[src/rtl/tmm_pkg.sv]
// Shared widths and types of the timing margin monitor.
// Assumes one fast clock cycle equals one delay step.
package tmm_pkg;
    localparam int DLY_W  = 5;               // delay setting width
    localparam int WIN_W  = 4;               // guard window width
    localparam int DIST_W = DLY_W;           // distance tracker width
    localparam int PERIOD = 1 << DLY_W;      // steps per data clock period

    typedef enum logic {
        SIDE_SETUP = 1'b0,
        SIDE_HOLD  = 1'b1
    } side_e;

    typedef struct packed {
        logic setup_hit;
        logic hold_hit;
    } hit_t;
endpackage

[src/rtl/tmm_phase_gen.sv]
// Phase generator: a free-running counter over one data clock period.
// Flags the cycle where the phase equals the delay setting (the latching edge).
// Assumes the period is a power of two, so the counter wraps naturally.
module tmm_phase_gen #(
    parameter int DLY_W = 5
) (
    input  logic             clk,
    input  logic             rst_n,
    input  logic [DLY_W-1:0] dly,
    output logic             edge_o
);
    logic [DLY_W-1:0] phase_q;

    // Advance the phase by one step each clock, restart at zero on reset.
    always_ff @(posedge clk) begin
        if (!rst_n) begin
            phase_q <= '0;
        end else begin
            phase_q <= phase_q + 1'b1;
        end
    end

    // Edge strobe: the delay setting picks which phase hosts the edge.
    always_comb begin
        edge_o = (phase_q == dly);
    end
endmodule

[src/rtl/tmm_trans_det.sv]
// Transition detector: compares the bus with its value one cycle earlier.
// Assumes the reference value after reset is all zeros.
module tmm_trans_det #(
    parameter int DW = 16
) (
    input  logic          clk,
    input  logic          rst_n,
    input  logic [DW-1:0] din,
    output logic          trans_o
);
    logic [DW-1:0] din_q;

    // Hold the previous bus value as the comparison reference.
    always_ff @(posedge clk) begin
        if (!rst_n) begin
            din_q <= '0;
        end else begin
            din_q <= din;
        end
    end

    // Any bit that differs from last cycle marks a transition.
    always_comb begin
        trans_o = |(din ^ din_q);
    end
endmodule

[src/rtl/tmm_dist_track.sv]
// Distance tracker: reports how many cycles ago an event last occurred.
// Reports 0 in the event cycle itself. The count saturates at its maximum,
// which also stands for "no event seen yet". Assumes the window stays below
// that maximum.
module tmm_dist_track #(
    parameter int DIST_W = 5
) (
    input  logic              clk,
    input  logic              rst_n,
    input  logic              evt,
    output logic [DIST_W-1:0] dist_o
);
    localparam logic [DIST_W-1:0] DIST_MAX = {DIST_W{1'b1}};

    logic [DIST_W-1:0] cnt_q;

    // Restart the count after an event, otherwise count up and saturate.
    always_ff @(posedge clk) begin
        if (!rst_n) begin
            cnt_q <= DIST_MAX;
        end else if (evt) begin
            cnt_q <= {{(DIST_W-1){1'b0}}, 1'b1};
        end else if (cnt_q != DIST_MAX) begin
            cnt_q <= cnt_q + 1'b1;
        end
    end

    // The current cycle's event overrides the stored distance.
    always_comb begin
        dist_o = evt ? '0 : cnt_q;
    end
endmodule

[src/rtl/tmm_win_cmp.sv]
// Window comparator: decides whether the current cycle is a margin hit.
// Setup side: at an edge, the last transition must lie within the window.
// Hold side: at a transition, the last edge must lie within the window.
// Assumes both distances already include the current cycle as 0.
module tmm_win_cmp
    import tmm_pkg::*;
#(
    parameter int DIST_W = 5,
    parameter int WIN_W  = 4
) (
    input  logic              check_on,
    input  side_e             side,
    input  logic [WIN_W-1:0]  win,
    input  logic              edge_now,
    input  logic              trans_now,
    input  logic [DIST_W-1:0] dist_trans,
    input  logic [DIST_W-1:0] dist_edge,
    output logic              hit_o
);
    localparam int CMP_W = (DIST_W > WIN_W) ? DIST_W : WIN_W;

    logic [CMP_W-1:0] win_x;
    logic [CMP_W-1:0] dt_x;
    logic [CMP_W-1:0] de_x;
    hit_t             hits;

    // Widen the operands to a common width for the comparison.
    always_comb begin
        win_x = CMP_W'(win);
        dt_x  = CMP_W'(dist_trans);
        de_x  = CMP_W'(dist_edge);
    end

    // Evaluate each side, then keep only the selected one.
    always_comb begin
        hits.setup_hit = edge_now  && (dt_x <= win_x);
        hits.hold_hit  = trans_now && (de_x <= win_x);
        hit_o = check_on && (win != '0) &&
                ((side == SIDE_SETUP) ? hits.setup_hit : hits.hold_hit);
    end
endmodule

[src/rtl/tmm_margin_mon.sv]
// Top of the timing margin monitor. It ties together the phase generator,
// the transition detector, two distance trackers and the window comparator.
// It holds the sticky status bit and drives the shared active-low pin.
// Assumes a single fast clock and a synchronous active-low reset.
module tmm_margin_mon
    import tmm_pkg::*;
#(
    parameter int DW = 16
) (
    input  logic             clk,
    input  logic             rst_n,
    input  logic [DW-1:0]    din,
    input  logic [DLY_W-1:0] dclk_dly,
    input  logic [WIN_W-1:0] margin_win,
    input  logic             auto_cal,
    input  logic             irq_en,
    input  logic             side_sel,
    input  logic             sync_irq,
    input  logic             irq_clr,
    output logic             dclk_edge,
    output logic             dly_status,
    output logic             irq_n
);
    localparam int NTRK = 2;                 // 0: edge tracker, 1: transition tracker

    logic              edge_now;
    logic              trans_now;
    logic [NTRK-1:0]   trk_evt;
    logic [DIST_W-1:0] trk_dist [NTRK];
    logic              check_on;
    logic              hit;
    logic              status_q;

    tmm_phase_gen #(.DLY_W(DLY_W)) u_phase (
        .clk    (clk),
        .rst_n  (rst_n),
        .dly    (dclk_dly),
        .edge_o (edge_now)
    );

    tmm_trans_det #(.DW(DW)) u_trans (
        .clk     (clk),
        .rst_n   (rst_n),
        .din     (din),
        .trans_o (trans_now)
    );

    // Route the two event sources to their trackers.
    always_comb begin
        trk_evt = {trans_now, edge_now};
    end

    for (genvar g = 0; g < NTRK; g++) begin : g_trk
        tmm_dist_track #(.DIST_W(DIST_W)) u_trk (
            .clk    (clk),
            .rst_n  (rst_n),
            .evt    (trk_evt[g]),
            .dist_o (trk_dist[g])
        );
    end

    // Detection runs in manual mode with the enable set.
    always_comb begin
        check_on = !auto_cal && irq_en;
    end

    tmm_win_cmp #(.DIST_W(DIST_W), .WIN_W(WIN_W)) u_cmp (
        .check_on   (check_on),
        .side       (side_e'(side_sel)),
        .win        (margin_win),
        .edge_now   (edge_now),
        .trans_now  (trans_now),
        .dist_trans (trk_dist[1]),
        .dist_edge  (trk_dist[0]),
        .hit_o      (hit)
    );

    // Sticky status: a hit sets it and wins over a same-cycle clear.
    always_ff @(posedge clk) begin
        if (!rst_n) begin
            status_q <= 1'b0;
        end else begin
            status_q <= hit | (status_q & ~irq_clr);
        end
    end

    // Outputs: edge strobe, status readback, combined active-low pin.
    always_comb begin
        dclk_edge  = edge_now;
        dly_status = status_q;
        irq_n      = ~(status_q | sync_irq);
    end
endmodule

[config.mk]
export PLATFORM = sky130hd
export DESIGN_NAME = tmm_margin_mon
export DESIGN_NICKNAME = d
export VERILOG_FILES = /design/src/rtl/tmm_pkg.sv /design/src/rtl/tmm_phase_gen.sv /design/src/rtl/tmm_trans_det.sv /design/src/rtl/tmm_dist_track.sv /design/src/rtl/tmm_win_cmp.sv /design/src/rtl/tmm_margin_mon.sv
export SDC_FILE = /design/constraint.sdc
export NUM_CORES = 1
export LEC_CHECK = 0
export BUFFER_PORTS_ARGS = -buffer_cell sky130_fd_sc_hd__buf_2
export CAP_MARGIN = 20
export CELL_PAD_IN_SITES_DETAIL_PLACEMENT = 1
export CELL_PAD_IN_SITES_GLOBAL_PLACEMENT = 1
export CORE_ASPECT_RATIO = 0.6
export CORE_MARGIN = 2
export CORE_UTILIZATION = 43
export DETAILED_ROUTE_END_ITERATION = 8
export GPL_TIMING_DRIVEN = 0
export PLACE_DENSITY_LB_ADDON = 0.1
export SYNTH_ARGS = -nofsm -noshare
export SYNTH_HDL_FRONTEND = slang
export SYNTH_SLANG_ARGS = --single-unit
[constraint.sdc]
create_clock -name clk -period 4.2 [get_ports clk]
set_input_delay 0.42 -clock clk [delete_from_list [all_inputs] [get_ports clk]]
set_output_delay 0.42 -clock clk [all_outputs]
set_load 0.05 [all_outputs]
==> qor.csv <==
stage,metric,value,unit
status,outcome,finished clean,
synthesis,ys_warn_count,0,
power_and_ir_drop,irDropWorstVdd,0.233,mV
drt,vias_per_cell,4.98,
sta,post-route-period-util,65.8,%
global_route,grt_overflow,0,
power_and_ir_drop,clockPowerShare,35.7,%
power_and_ir_drop,swShare,27.3,%
cells_and_area,final_common_cell,buf_2,
hold_path,worst_hold_path.num_cells,2,
synthesis,synth-edff-count,0,
synthesis,synth_cell_types,30,
sta,fin_tns_setup,0,ns
hold_path,hp-class,primary input to register,
drt,ant_nets,0,
power_and_ir_drop,leakagePower,0.000859,uW
critical_path,critPathLaunchType,register,
floorplanning,die_h,51.4,um
cells_and_area,layout_common_cells,"34 x buf_2, 32 x dfxtp_1, 26 x and2_1",
drt,route.met2.wl,1810,um
drt,drc_errors,0,
synthesis,syn_nets,211,
floorplanning,row_count,17,
critical_path,worstSetupEndpointType,register,
hold_path,min_to,u_trans.din_q[4],
drt,drt-initial-drc-count,32,
clock_network,htree_levels,2,
drt,wl_met1,1750,um
power_and_ir_drop,switchingPower,247,uW
global_route,grt_pass1_wl,6320,um
global_route,antenna_found_initial,0,
drt,totalWireLength,3750,um
sta,holdWs,0.366,ns
floorplanning,start_util,44.3,%
floorplanning,pin_count,35,
clock_network,cts_tree,yes,
clock_network,cts_setup_buffers,0,
power_and_ir_drop,combinationalPowerShare,24.2,%
clock_network,cts_hold_buf,0,
clock_network,root_buffer,clkbuf_8,
cells_and_area,antenna_cells,0,
global_route,grt_pass1_vias,1355,
power_and_ir_drop,p_seq_share,40.1,%
synthesis,async_flop_share,0,%
global_route,grt_usage,19.3,%
clock_network,cts.clk_slew.worst_paths,0.07,ns
synthesis,netlist_instances,166,
clock_network,cts_buffers,5,
synthesis,ys_seq_elements,32,
sta,hold_viol_final,0,
synthesis,yosysSeqAreaShare,39.8,%
floorplanning,dieArea,4270,um2
drt,met3_length,154,um
critical_path,worstSetupPathType,register to register,
global_route,grt_max_degree,11,
synthesis,synthFlopType,dfxtp_1,
sta,min_period,2.76,ns
clock_network,clock_sinks,32,
power_and_ir_drop,p_int,659,uW
placement,hpwlAfterDp,2980,um
placement,place_ws,1.29,ns
critical_path,critPathRequiredTime,4.43,ns
sta,fin_skew,0.00240,ns
cells_and_area,nFillCells,447,
cells_and_area,finalNetCount,252,
placement,port_buffers,34,
sta,maxSlewHeadroom,68.1,%
critical_path,critPathSlowestCell,a2111oi_0,
sta,final-setup-viol-count,0,
drt,dr.max_layer_used,met4,
sta,setup_ws,1.44,ns
sta,max_clock_freq,362,MHz
critical_path,r2r_start,u_trans.din_q[12],
job,max_cap_violations,0,
cells_and_area,syn_to_final_growth,22.0,%
critical_path,reg2regPathDepth,12,
critical_path,cp_max_fo,10,
synthesis,synth_area_per_cell,9.71,um2
critical_path,cpPeakStageDelay,0.39,ns
floorplanning,core-area,3640,um2
synthesis,syn_area,1610,um2
power_and_ir_drop,power_density,460,nW/um2
critical_path,r2r-end,dly_status,
clock_network,cts_resized,0,
placement,gp_congestion,0.728,
drt,dr_total_vias,1271,
sta,tightest_slew,0.479,ns
critical_path,critPathArrivalTime,2.99,ns
sta,grt_setup_unrepaired,no,
cells_and_area,layout-drive-gt1-share,23.6,%
floorplanning,die-width,83.0,um
drt,wl_per_cell,14.7,um
clock_network,clk_latency,0.28,ns
sta,slew_viol_final,0,
critical_path,rrSetupSlack,1.44,ns
drt,dr.pass1.iters,4,
critical_path,crit_chain,xnor2_1 -> nand4_1 -> nor4_2 -> buf_4 -> and2_1 -> ha_1 -> nor2b_1 -> o211ai_1 -> a21oi_1 -> a2111oi_0 -> o21ai_1 -> nand2_1,
clock_network,clk_path_buf_depth,2,
hold_path,hold_start,din[4],
-- metal layers --
metal | global-route usage, % | vias to the layer above
met1 | 23.3 | 602
met3 | 5.65 | 4
met4 | 5.19 | 0
li1 | - | 638
met2 | 34.3 | 27
met5 | 0 | -
-- cell usage after synthesis (2+ instances only) --
master    number  share of area (%)
dfxtp_1       32                 40
and2_1        26                 10
xnor2_1       23                 12
ha_1          13                 10
nand2_1       12                2.8
xor2_1         7                3.8
o21ai_1        6                1.9
a21oi_1        5                1.6
inv_1          5                1.2
nand4_1        5                1.9
nand3_1        4                1.2
clkbuf_1       3               0.70
nand4b_1       3                1.6
nor2b_1        3                1.2
and3_1         2               0.78
mux2_2         2                1.4
mux2i_1        2                1.2
-- area by class of cell --
type | count | area, um2 | area share (%)
well taps | 47 | 58.8 | 2.99
flip-flops and latches | 32 | 641 | 32.6
inverters | 6 | 22.5 | 1.15
clock buffers | 7 | 96.3 | 4.90
multi-input cells | 124 | 930 | 47.3
clock inverters | 1 | 30.0 | 1.53
plain buffers | 4 | 18.8 | 0.954
repair buffers | 34 | 170 | 8.65
-- worst max-delay path by stage --
stage / from / endpoint / slack (ns) / cells after the start
3_5_place_dp: din[5] / dly_status / 1.29 / 13
6_report: u_trans.din_q[12] / dly_status / 1.44 / 12
5_1_grt: u_trans.din_q[5] / dly_status / 1.23 / 12
4_1_cts: u_trans.din_q[5] / dly_status / 1.45 / 12
3_3_place_gp: din[12] / dly_status / 1.41 / 13
2_1_floorplan: din[7] / dly_status / 1.82 / 12
-- power groups by stage --
stage                     Sequential (uW)  Combinational (uW)  Clock, uW
after CTS                             364                 224        328
after detailed placement              370                 220          0
after global routing                  368                 255        347
after global placement                369                 204          0
final                                 363                 219        324
after floorplan                       363                 166          0
-- metrics by stage --
step	utilization (%)	total power [uW]	instances	area, um2
global route	54.1	970	255	1970
floorplan	-	529	166	1610
finish	54.1	906	255	1970
global placement	50.6	573	247	1840
detailed placement	50.6	591	247	1840
CTS	54.1	915	255	1970
-- cells by family (layout without fill, tap and decap cells) --
| kind of cell | count (synthesis) | in the layout | share of synthesized area [%] |
|---|---|---|---|
| AOI/OAI and AO/OA | 14 | 14 | 4.89 |
| xor gates and xnor gates | 30 | 30 | 16.3 |
| adders and majority gates | 13 | 13 | 10.1 |
| buffers and inverters | 10 | 52 | 2.56 |
| DFF | 32 | 32 | 39.8 |
| muxes | 4 | 4 | 2.64 |
| and+or+nand+nor | 63 | 63 | 23.8 |
-- state kept, by name (all words and copies together), names as in the netlist --
signal,count
u_phase.phase_q,5
u_trans.din_q,16
dly_status,1
g_trk.u_trk.cnt_q,10
-- worst max-delay path, delay by kind of cell, from the launching register on --
kind / cells / cell delay (ns)
and+or+nand+nor: 5 / 0.89
xor gates and xnor gates: 1 / 0.16
AOI/OAI and AO/OA: 4 / 0.86
adders and majority gates: 1 / 0.25
buffers and inverters: 1 / 0.24
DFF: 1 / 0.31
Power figures use the tool's default switching activity.
